--- src/rtl/iot_pkg.sv ---
package iot_pkg;
  localparam int WORD_W  = 12;
  localparam int DEV_W   = 6;
  localparam int PULSE_N = 3;
  localparam int OPC_W   = 3;
  localparam int OPC_IOT = 6;

  typedef enum logic [1:0] {
    ST_IDLE,
    ST_PULSE,
    ST_GAP,
    ST_DONE
  } seq_state_e;
endpackage

--- src/rtl/iot_decode.sv ---
module iot_decode #(
  parameter int WORD_W  = 12,
  parameter int DEV_W   = 6,
  parameter int PULSE_N = 3,
  parameter int OPC_W   = 3,
  parameter int OPC_IOT = 6
) (
  input  logic [WORD_W-1:0]  instr_i,
  output logic               is_iot_o,
  output logic [DEV_W-1:0]   dev_o,
  output logic [PULSE_N-1:0] sel_o
);
  localparam int OPC_LSB = WORD_W - OPC_W;

  always_comb begin
    is_iot_o = (instr_i[WORD_W-1:OPC_LSB] == OPC_W'(OPC_IOT));
    dev_o    = instr_i[PULSE_N +: DEV_W];
    sel_o    = instr_i[PULSE_N-1:0];
  end
endmodule

--- src/rtl/iot_pulse_fsm.sv ---
module iot_pulse_fsm
  import iot_pkg::*;
#(
  parameter int PULSE_N = 3,
  parameter int GAP_CYC = 1
) (
  input  logic               clk_i,
  input  logic               rst_ni,
  input  logic               launch_i,
  input  logic [PULSE_N-1:0] sel_i,
  output logic               busy_o,
  output logic [PULSE_N-1:0] pulse_o,
  output logic               sample_o,
  output logic               done_o
);
  localparam int CNT_W = (GAP_CYC > 1) ? $clog2(GAP_CYC + 1) : 1;

  seq_state_e         state_q;
  logic [PULSE_N-1:0] pend_q;
  logic [PULSE_N-1:0] cur_oh;
  logic [PULSE_N-1:0] rest;
  logic [CNT_W-1:0]   gap_q;

  // lowest pending bit fires first
  always_comb begin
    cur_oh = pend_q & (~pend_q + PULSE_N'(1));
    rest   = pend_q & ~cur_oh;
  end

  always_ff @(posedge clk_i or negedge rst_ni) begin
    if (!rst_ni) begin
      state_q <= ST_IDLE;
      pend_q  <= '0;
      gap_q   <= '0;
    end else begin
      unique case (state_q)
        ST_IDLE: if (launch_i) begin
          pend_q  <= sel_i;
          state_q <= (sel_i == '0) ? ST_DONE : ST_PULSE;
        end
        ST_PULSE: begin
          pend_q <= rest;
          gap_q  <= CNT_W'(GAP_CYC - 1);
          state_q <= (rest == '0) ? ST_DONE : ST_GAP;
        end
        ST_GAP: begin
          if (gap_q == '0) state_q <= ST_PULSE;
          else gap_q <= gap_q - CNT_W'(1);
        end
        ST_DONE: state_q <= ST_IDLE;
        default: state_q <= ST_IDLE;
      endcase
    end
  end

  always_comb begin
    busy_o   = (state_q != ST_IDLE);
    sample_o = (state_q == ST_PULSE);
    pulse_o  = sample_o ? cur_oh : '0;
    done_o   = (state_q == ST_DONE);
  end


  pulse_onehot_chk: assert property (@(posedge clk_i) disable iff (!rst_ni)
    $onehot0(pulse_o));

  pulse_gap_chk: assert property (@(posedge clk_i) disable iff (!rst_ni)
    (|pulse_o) |=> !(|pulse_o));

  done_single_chk: assert property (@(posedge clk_i) disable iff (!rst_ni)
    done_o |=> !done_o && !busy_o);
endmodule

--- src/rtl/iot_resp_merge.sv ---
module iot_resp_merge #(
  parameter int WORD_W = 12
) (
  input  logic              clk_i,
  input  logic              rst_ni,
  input  logic              load_i,
  input  logic [WORD_W-1:0] ac_i,
  input  logic              sample_i,
  input  logic              skip_i,
  input  logic              clr_i,
  input  logic [WORD_W-1:0] data_i,
  input  logic              done_i,
  output logic [WORD_W-1:0] ac_o,
  output logic              skip_o
);
  logic [WORD_W-1:0] acc_q;
  logic              skip_q;
  logic [WORD_W-1:0] base;

  // clear wins before the OR
  always_comb base = clr_i ? '0 : acc_q;

  always_ff @(posedge clk_i or negedge rst_ni) begin
    if (!rst_ni) begin
      acc_q  <= '0;
      skip_q <= 1'b0;
    end else if (load_i) begin
      acc_q  <= ac_i;
      skip_q <= 1'b0;
    end else if (sample_i) begin
      acc_q  <= base | data_i;
      skip_q <= skip_q | skip_i;
    end
  end

  always_comb begin
    ac_o   = acc_q;
    skip_o = skip_q & done_i;
  end


  skip_with_done_chk: assert property (@(posedge clk_i) disable iff (!rst_ni)
    skip_o |-> done_i);

  clr_then_or_chk: assert property (@(posedge clk_i) disable iff (!rst_ni)
    (sample_i && clr_i && !load_i) |=> ac_o == $past(data_i));

  idle_hold_chk: assert property (@(posedge clk_i) disable iff (!rst_ni)
    (!sample_i && !load_i) |=> $stable(ac_o));
endmodule

--- src/rtl/iot_pulse_seq.sv ---
module iot_pulse_seq
  import iot_pkg::*;
#(
  parameter int GAP_CYC = 1
) (
  input  logic              clk_i,
  input  logic              rst_ni,
  input  logic              start_i,
  input  logic [WORD_W-1:0] instr_i,
  input  logic [WORD_W-1:0] ac_i,
  output logic              busy_o,
  output logic [DEV_W-1:0]  dev_sel_o,
  output logic              iop1_o,
  output logic              iop2_o,
  output logic              iop4_o,
  input  logic              io_skip_i,
  input  logic              io_ac_clr_i,
  input  logic [WORD_W-1:0] io_data_i,
  output logic              done_o,
  output logic [WORD_W-1:0] ac_o,
  output logic              skip_o
);
  logic               is_iot;
  logic [DEV_W-1:0]   dev_w;
  logic [PULSE_N-1:0] sel_w;
  logic               launch;
  logic               busy_w;
  logic [PULSE_N-1:0] pulse_w;
  logic               sample_w;
  logic               done_w;
  logic [DEV_W-1:0]   dev_q;

  iot_decode #(
    .WORD_W (WORD_W),
    .DEV_W  (DEV_W),
    .PULSE_N(PULSE_N),
    .OPC_W  (OPC_W),
    .OPC_IOT(OPC_IOT)
  ) u_dec (
    .instr_i (instr_i),
    .is_iot_o(is_iot),
    .dev_o   (dev_w),
    .sel_o   (sel_w)
  );

  always_comb launch = start_i && is_iot && !busy_w;

  iot_pulse_fsm #(
    .PULSE_N(PULSE_N),
    .GAP_CYC(GAP_CYC)
  ) u_fsm (
    .clk_i   (clk_i),
    .rst_ni  (rst_ni),
    .launch_i(launch),
    .sel_i   (sel_w),
    .busy_o  (busy_w),
    .pulse_o (pulse_w),
    .sample_o(sample_w),
    .done_o  (done_w)
  );

  iot_resp_merge #(
    .WORD_W(WORD_W)
  ) u_merge (
    .clk_i   (clk_i),
    .rst_ni  (rst_ni),
    .load_i  (launch),
    .ac_i    (ac_i),
    .sample_i(sample_w),
    .skip_i  (io_skip_i),
    .clr_i   (io_ac_clr_i),
    .data_i  (io_data_i),
    .done_i  (done_w),
    .ac_o    (ac_o),
    .skip_o  (skip_o)
  );

  always_ff @(posedge clk_i or negedge rst_ni) begin
    if (!rst_ni)     dev_q <= '0;
    else if (launch) dev_q <= dev_w;
  end

  always_comb begin
    busy_o    = busy_w;
    done_o    = done_w;
    dev_sel_o = busy_w ? dev_q : '0;
    iop1_o    = pulse_w[0];
    iop2_o    = pulse_w[1];
    iop4_o    = pulse_w[2];
  end


  non_iot_idle_chk: assert property (@(posedge clk_i) disable iff (!rst_ni)
    (start_i && !is_iot && !busy_o) |=> !busy_o);

  dev_stable_chk: assert property (@(posedge clk_i) disable iff (!rst_ni)
    (busy_o && !done_o) |=> busy_o && $stable(dev_sel_o));

  dev_idle_zero_chk: assert property (@(posedge clk_i) disable iff (!rst_ni)
    !busy_o |-> dev_sel_o == '0);
endmodule

--- config.mk ---
export PLATFORM = sky130hd
export DESIGN_NAME = iot_pulse_seq
export DESIGN_NICKNAME = d
export VERILOG_FILES = /design/src/rtl/iot_pkg.sv /design/src/rtl/iot_decode.sv /design/src/rtl/iot_pulse_fsm.sv /design/src/rtl/iot_resp_merge.sv /design/src/rtl/iot_pulse_seq.sv
export SDC_FILE = /design/constraint.sdc
export NUM_CORES = 1
export LEC_CHECK = 0
export ABC_AREA = 1
export BUFFER_PORTS_ARGS = -buffer_cell sky130_fd_sc_hd__buf_2
export CAP_MARGIN = 20
export CORE_MARGIN = 5
export CORE_UTILIZATION = 46
export DETAILED_ROUTE_END_ITERATION = 6
export PLACE_DENSITY = 0.91
export SYNTH_ARGS = -nofsm -noshare
export SYNTH_HDL_FRONTEND = slang
export SYNTH_SLANG_ARGS = --single-unit
--- constraint.sdc ---
create_clock -name clk_i -period 1.26 [get_ports clk_i]
set_input_delay 0.063 -clock clk_i [delete_from_list [all_inputs] [get_ports clk_i]]
set_output_delay 0.063 -clock clk_i [all_outputs]
set_load 0.01 [all_outputs]
### Word-level counts from Yosys, hierarchy flattened

Index checks and enable logic that the tools add are counted.

* add/sub/neg operators: 2
* equal/unequal tests: 6
* muxes and demuxes: 16
* bitwise logic cells: 7
* reductions and logical operators: 12

Operator list (number)
* two-way mux 12 bit: 3
* OR 12 bit: 1
* one-hot mux 2 bit (4 select lines): 1
* nonzero test 2 bit: 4
* AND 3 bit: 2
* zero test 3 bit: 2
* two-way mux 2 bit: 3
* two-way mux 3 bit: 2
* two-way mux 6 bit: 1
* inverter 3 bit: 2
* one-hot mux 3 bit (2 select lines): 1
* == test 2 bit, second input constant: 2
* two-way mux 1 bit: 4
* inequality test 2 bit, second input constant: 2
* AND reduction 2 bit: 2
* adder 3 x 1 -> 3 bit, second input constant: 1
* == test 3 bit, second input constant: 1
* == test 2 x 1 -> 1 bit, second input constant: 1
* logical AND 1 bit: 2
* zero test 2 bit: 1
* one-hot mux 1 bit (2 select lines): 1
* AND 1 bit: 1
* zero test 1 bit: 1
* OR 1 bit: 1
* subtractor 1 bit, second input constant: 1

* flip-flop bits (word level): 25
* bits of input ports: 41
* output and inout bits: 24

### Depth between registers and ports, before layout

Gate-level depths: netlist of run 1.

* depth in word-level cells: 8
* gate-level depth with buffers: 7

### Modules after synthesis

A second synthesis of run 1 with hierarchy kept.

* cells, all modules: 187
* area, all modules: 1358.8 µm²

By module, submodules not included
* iot_resp_merge: times used 1, cells an instance 95, area each 688.2 µm², seq. area each 325.3 µm²
* iot_pulse_seq: times used 1, cells an instance 39, area each 302.8 µm², seq. area each 150.1 µm²
* iot_pulse_fsm: times used 1, cells an instance 42, area each 290.3 µm², seq. area each 125.1 µm²
* iot_decode: times used 1, cells an instance 11, area each 77.6 µm², seq. area each 0.0 µm²

### Least setup slack after synthesis of run 1

No wires, ideal clock.

* kind: reg-to-reg
* from: reg u_fsm.state_q[0]
* to: reg u_merge.acc_q[2], in the netlist u_merge.ac_o[2]
* arrival: 964 ps
* required time: 1134 ps
* slack: 170 ps
* cell stages (with the launch flop): 6
* path buffers: 1
* clock period less this slack: 1090 ps
* path through: dfrtp_1 nor2_4 nand3_4 buf_6 nand3_1 nand3_1

* cells in the longest elaborated chain, start to end: 4
* elaborated cells between the ends (all ways): 6

RTL lines
* start, declared: line iot_pulse_fsm.sv:18 `seq_state_e state_q;`
* start signal, assigned: line iot_pulse_fsm.sv:39 `state_q <= (sel_i == '0) ? ST_DONE : ST_PULSE;`
* start signal, assigned: line iot_pulse_fsm.sv:44 `state_q <= (rest == '0) ? ST_DONE : ST_GAP;`
* nonzero test 2 bit: line iot_pulse_fsm.sv:57 `busy_o = (state_q != ST_IDLE);`
* zero test 1 bit: line iot_pulse_seq.sv:46 `always_comb launch = start_i && is_iot && !busy_w;`
* logical AND 1 bit: line iot_pulse_seq.sv:46
* two-way mux 12 bit / nonzero test 2 bit (equally long branches)
* end signal, assigned: line iot_resp_merge.sv:28 `acc_q <= ac_i;`
* end signal, assigned: line iot_resp_merge.sv:31 `acc_q <= base | data_i;`
* end, declared: line iot_resp_merge.sv:16 `logic [WORD_W-1:0] acc_q;`

Several ways; a longest one is shown, not always the timed one.
A chain may end at the register's enable or synchronous reset.

### Final worst setup path of run 1

* from: reg u_fsm.state_q[1]
* to: reg dev_q[2]

* cells in the longest elaborated chain, start to end: 3

RTL lines
* nonzero test 2 bit: line iot_pulse_fsm.sv:57
* zero test 1 bit: line iot_pulse_seq.sv:46
* logical AND 1 bit: line iot_pulse_seq.sv:46
* end signal, assigned: line iot_pulse_seq.sv:80 `else if (launch) dev_q <= dev_w;`
* end, declared: line iot_pulse_seq.sv:31 `logic [DEV_W-1:0] dev_q;`

No other way between the ends.

==> results of run 1 <==
==> critical path, stage by stage (launching register included) <==
cell      delay (ns)
dfrtp_1         0.42
buf_4           0.15
nor2_4          0.15
buf_4           0.15
nand3_4         0.16
clkinv_8        0.14
nand2_1         0.09
o21ai_2         0.08
==> what timing repair did <==
action,CTS,global route
hold endpoints to repair,44,0
pin swaps,1,2
hold buffers,33,0
gates resized for setup,1,8
buffers inserted,4,2
cloned,0,2
endpoints found under the setup margin,17,34
==> cell usage in the layout, fill, tap and decap left out, types with 3 or more instances in the layout <==
master,instances
nand2_1,20
buf_2,63
o21ai_0,5
o21ai_1,7
clkbuf_4,3
buf_4,9
nor2_1,27
o21ai_2,7
inv_1,28
nand3_2,5
dfrtp_1,23
nand2_2,5
dlygate4sd3_1,33
nand3_1,37
==> cell type report <==
class,count,area share
tap,33,0.0187
timing repair buffer,108,0.342
inverter,31,0.0584
sequential,24,0.273
clock buffer,3,0.0102
multi-input combinational,120,0.284
clock inverter,1,0.0136
==> per-stage QoR <==
stage,instances,setup slack (ns),hold WS [ns],util,TNS [ns]
final,320,-0.174,0.0392,0.742,-2.79
after global routing,320,-0.239,0.0338,0.742,-5.22
after CTS,316,-0.138,0.0218,0.720,-1.42
after detailed placement,275,-0.00499,0.0818,0.579,-0.00944
after global placement,275,0.0564,0.0679,0.579,0
after floorplan,182,0.170,-0.233,-,0
==> metal layers <==
layer,share of wire,up-vias
li1,-,790
met1,0.37,761
met2,0.54,83
met3,0.060,16
met4,0.030,0
met5,0,-
==> final timing paths <==
path | startpoint | end | slack, ns
worst min-delay path | instr_i[2] | u_fsm.state_q[1] | 0.04
min in group asynchronous | rst_ni | u_merge.ac_o[3] | 0.29
max in group asynchronous | rst_ni | u_fsm.state_q[0] | 0.58
worst min register to register | dev_q[3] | dev_q[3] | 0.53
worst max register to register | u_fsm.state_q[1] | dev_q[2] | -0.17
worst max-delay path | u_fsm.state_q[1] | dev_q[2] | -0.17
==> logic make-up (layout without fill, tap and decap cells) <==
family,after synthesis,count (layout)
buf+inv,40,143
simple gates,98,100
flops,24,24
compound gates,20,20
==> sequential cells by signal, summed over array words and instances (netlist names) <==
register / flops
u_fsm.pend_q: 3
dev_q: 6
u_merge.ac_o: 12
u_fsm.state_q: 2
u_merge.skip_q: 1
==> power by group through the flow <==
stage	sequential, µW	clock (µW)	combinational (µW)
2_1_floorplan	1480	0	1370
3_3_place_gp	1410	0	2090
3_5_place_dp	1430	0	2150
4_1_cts	1400	563	2370
5_1_grt	1480	591	2870
6_report	1450	560	2610
==> cells in the mapped netlist <==
cell | number | area [µm²]
nor2_2 | 2 | 12.5
buf_4 | 2 | 15.0
nor2_1 | 27 | 101
clkinv_4 | 1 | 8.76
buf_6 | 3 | 33.8
nand2_1 | 21 | 78.8
o21ai_0 | 5 | 25.0
nand3_1 | 40 | 200
a21oi_1 | 1 | 5.00
nor2_4 | 1 | 11.3
buf_12 | 1 | 20.0
o21ai_2 | 7 | 61.3
inv_2 | 1 | 3.75
nand2_2 | 4 | 25.0
o21ai_1 | 7 | 35.0
nor4_2 | 1 | 12.5
nor3_1 | 1 | 5.00
inv_1 | 29 | 109
buf_2 | 3 | 15.0
dfrtp_1 | 24 | 601
nand3_4 | 1 | 17.5
==> metrics, run 1 <==
run status=finished, violations left; failing checks=setup timing; Rel. slew slack=0.636; switch share=0.431; io pins=65; area of the multi-input gates=628 µm²; CP Launch Type=flip-flop; Synth Register Bits=24; hpwl dp=2590 µm; fmax=697 MHz; GPL Wtd Cong=0.777; post-synthesis mux area share=0; Core Rows=20; pwr dens=2090 nW/µm²; critical path endpoint category=flip-flop; worst path arrival time=1.67 ns; met1 GRT Util=0.249; Synth-to-Final Area Change=58.2%; initial antenna violation count=0; Hold Path Stages=4; drc violations=0; Hold Path Class=in -> reg; CTS Sinks=24; Initial Utilization=0.469; syn_nets=223; RSZ-0062 raised after global routing=true; Flop pwr share=0.313; Pins Over Slew Limit=0; Worst-path clk slew=0.14 ns; die area=4240 µm²; H-tree depth=1; FILL cells=209; Vias/cell=5.16; Detail Route Antenna Nets=0; Die Y=65.1 µm; total power=4610 µW; register area=602 µm²; Mapped Cells=182; layout cell share with drive strength beyond 1=0.366; Nets=329; post-synthesis cell area=1400 µm²; first-pass GRT wire length=7330 µm; CTS max path bufs=2; xor and xnor area share after synthesis=0; gr usage total=0.221; gr busiest metal=met2; Gate power share=0.565; largest net degree at the start of global routing=25; final worst slack=-0.174 ns; post-synthesis sequential area ratio=0.430; # diodes=0; Int Pwr=2620 µW; CTS root buffer=clkbuf_4; Crit Path Max Fanout=14; final hold vios=0; worst endpoint required time=1.50 ns; Num CTS Buffers=3; die span in x=65.1 µm; aggregate global routing overflow=0; final setup fails=33; largest family of logic cells by synthesized area=simple AND/OR/NAND/NOR gates; DR WL/cell=15.4 µm; Reg2Reg Depth=7; Slew @ Worst Pin=0.546 ns; Clock Power Share=0.121; final cycle utilization of the critical path=1.14; Max Cap Viol=0; IO Port Bufs=64; Syn Area/Cell=7.67 µm²; placed cell area=1720 µm²; TritonCTS clock tree=yes; Warnings, synthesis=0; P_leak=0.00118 µW; Synth Area in Simple Gates=0.332; met3 usage=0.0308; met2 Resource Use GR=0.419; Distinct cells, synth=21; Detailed Route WL=4940 µm; switching power=1990 µW; Iteration-0 DRC Markers=139; worst skew pair latency=0.32 ns; design area=2210 µm²; CORE AREA=2980 µm²; First-pass DRT Iterations=4; post-route minimum period=1.43 ns; via count of the first global-routing pass=1646; maximum vdd drop=1.11 mV; Clock Skew=0.0127 ns; Synth Area in Compound Gates=0.0905; adder-cell share of the synthesized area=0; critical path class=reg -> reg; DR vias=1650
Note: power is estimated with default switching activity, not from simulation.
==> run 2, diff against run 1 <==
--- a/config.mk
+++ b/config.mk
@@ -12,6 +12,7 @@
 export CORE_UTILIZATION = 46
 export DETAILED_ROUTE_END_ITERATION = 6
 export PLACE_DENSITY = 0.91
+export REMOVE_ABC_BUFFERS = 1
 export SYNTH_ARGS = -nofsm -noshare
 export SYNTH_HDL_FRONTEND = slang
 export SYNTH_SLANG_ARGS = --single-unit
==> run 2 against run 1 <==
Against the previous run:
- highest routed layer unchanged
- first-iteration DRC count is 6.5% higher
- the run ends with hold timing, setup timing left
- sequential share of layout area is 0.29 points higher
- wire length grew 1.7%
==> metrics, run 2 (synthesized netlist as in run 1, its figures left out) <==
Hold Path Class=in -> reg (unchanged); TritonCTS clock tree=yes (unchanged); FILL cells=191 (was 209); Detailed Route WL=5020 µm (was 4940 µm); worst path arrival time=1.30 ns (was 1.67 ns); worst skew pair latency=0.33 ns (was 0.32 ns); gr usage total=0.236 (was 0.221); r2r startpoint=u_fsm.state_q[0] (was u_fsm.state_q[1]); CP Launch Type=flip-flop (unchanged); Reg2Reg Depth=5 (was 7); CP Cell Sequence=nor2_4 -> buf_6 -> nor2_1 -> buf_2 (was buf_4 -> nor2_4 -> buf_4 -> nand3_4 -> clkinv_8 -> nand2_1 -> o21ai_2); Initial Utilization=0.469 (unchanged); Hold Path Stages=3 (was 4); CTS Sinks=24 (unchanged); Largest register FFs=12 (unchanged); Detail Route Antenna Nets=0 (unchanged); failing checks=hold timing, setup timing (was setup timing); final cycle utilization of the critical path=1.08 (was 1.14); post-route minimum period=1.37 ns (was 1.43 ns); critical path endpoint=dev_sel_o[4] (was dev_q[2]); WHS=-0.00980 ns (was 0.0392 ns); pwr dens=2130 nW/µm² (was 2090 nW/µm²); P_leak=0.00117 µW (was 0.00118 µW); total power=4680 µW (was 4610 µW); aggregate global routing overflow=0 (unchanged); family with the most delay on the worst path=flip-flops (was buffers and inverters); First-pass DRT Iterations=5 (was 4); Nets=326 (was 329); critical path class=reg -> out (was reg -> reg); final worst slack=-0.107 ns (was -0.174 ns); Die Y=65.1 µm (unchanged); R2R Path End=dev_q[4] (was dev_q[2]); first-pass GRT wire length=7780 µm (was 7330 µm); Slew @ Worst Pin=0.542 ns (was 0.546 ns); Num CTS Buffers=3 (unchanged); drc violations=0 (unchanged); Synth-to-Final Area Change=57.2% (was 58.2%); CTS root buffer=clkbuf_4 (unchanged); maximum vdd drop=1.28 mV (was 1.11 mV); Vias/cell=5.51 (was 5.16); DR WL/cell=15.8 µm (was 15.4 µm); commonest cells after routing, fill and taps aside=buf_2 (62), nand3_1 (39), dlygate4sd3_1 (30), inv_1 (27), nor2_1 (24) (was buf_2 (63), nand3_1 (37), dlygate4sd3_1 (33), inv_1 (28), nor2_1 (27)); DR vias=1747 (was 1650); final hold vios=2 (was 0); critical path endpoint category=output port (was flip-flop); via count of the first global-routing pass=1723 (was 1646); worst endpoint required time=1.20 ns (was 1.50 ns); CORE AREA=2980 µm² (unchanged); final setup fails=24 (was 33); GPL Wtd Cong=0.751 (was 0.777); CP bufs+invs=2 (was 3); CTS max path bufs=2 (unchanged); Iteration-0 DRC Markers=148 (was 139); largest net degree at the start of global routing=25 (unchanged); # diodes=0 (unchanged); WP depth=4 (was 7); RSZ-0062 raised after global routing=true (unchanged); H-tree depth=1 (unchanged); slowest stage cell on the critical path=dfrtp_2 (was dfrtp_1); R2R Setup Slk=-0.07 ns (was -0.17 ns); die span in x=65.1 µm (unchanged); slowest stage delay, CP=0.49 ns (was 0.42 ns); layout cell share with drive strength beyond 1=0.380 (was 0.366); initial antenna violation count=0 (unchanged); hpwl dp=2650 µm (was 2590 µm); io pins=65 (unchanged); IO Port Bufs=64 (unchanged); Clock Skew=0.00898 ns (was 0.0127 ns); Worst-path clk slew=0.14 ns (about the same); Pins Over Slew Limit=0 (unchanged); Crit. Startpoint=u_fsm.state_q[0] (was u_fsm.state_q[1]); die area=4240 µm² (unchanged); Rel. slew slack=0.639 (was 0.636); run status=finished, violations left (unchanged); Core Rows=20 (unchanged); Crit Path Max Fanout=5 (was 14); most common cell after layout, fill and taps aside=buf_2 (unchanged); Max Cap Viol=0 (unchanged); fmax=732 MHz (was 697 MHz)
[run 2: cell count changes in the layout (fill, tap and decap cells not counted), moves of 2 or more]
cell / change
nand2_2: -2
nor2_1: -3
dfrtp_2: +2
buf_6: +2
dfrtp_1: -2
nor2_2: +2
nand3_1: +2
dlygate4sd3_1: -3
nand3_2: -3
[run 2: final cells by class]
class	count	area, µm²	share of cell area
clock inverter	1	30.0	0.0137
sequential	24	604	0.275
multi-input combinational	120	641	0.292
timing repair buffer	104	716	0.326
inverter	31	131	0.0599
clock buffer	3	22.5	0.0103
tap	33	41.3	0.0188
timing repair inverter	1	8.76	0.00399
[run 2: metal layers]
layer  vias up  GRT usage  share of wire
li1        786          -              -
met1       808      0.281           0.37
met2       123      0.423           0.51
met3        30     0.0393          0.083
met4         0     0.0933          0.040
met5         -          0              0
[run 2: worst min-delay path by stage]
stage | from | to
2_1_floorplan | rst_ni | dev_q[0]
3_3_place_gp | rst_ni | u_merge.ac_o[1]
3_5_place_dp | rst_ni | u_merge.ac_o[3]
4_1_cts | ac_i[3] | u_merge.ac_o[3]
5_1_grt | ac_i[5] | u_merge.ac_o[5]
6_report | ac_i[5] | u_merge.ac_o[5]
[run 2: what timing repair did]
item / in CTS / in global routing
pin swaps: 2 / 1
hold buffers: 30 / 0
cloned: 3 / 0
buffers inserted: 4 / 2
resized for setup: 8 / 10
setup endpoints to repair: 11 / 34
endpoints found under the hold margin: 44 / 0
[run 2: metrics by stage]
step | util | area, µm² | setup TNS [ns] | instances | setup WS [ns]
CTS | 0.722 | 2150 | -0.191 | 316 | -0.0325
floorplan | - | 1310 | -0.367 | 173 | -0.0580
finish | 0.737 | 2190 | -1.37 | 317 | -0.107
detailed placement | 0.575 | 1710 | 0 | 275 | 0.0383
global route | 0.737 | 2190 | -2.78 | 317 | -0.131
global placement | 0.575 | 1710 | 0 | 275 | 0.0852
[run 2: report_power, final]
group	internal, µW	total (µW)	switching [µW]
clock	322	565	243
combinational	1130	2650	1530
sequential	1150	1470	314
[run 2: worst reg2reg max path, cell delays in order (launching register included)]
cell      delay, ns
dfrtp_2        0.49
nor2_4         0.16
buf_4          0.18
nand3_4        0.18
clkinv_4       0.16
o21ai_2        0.06
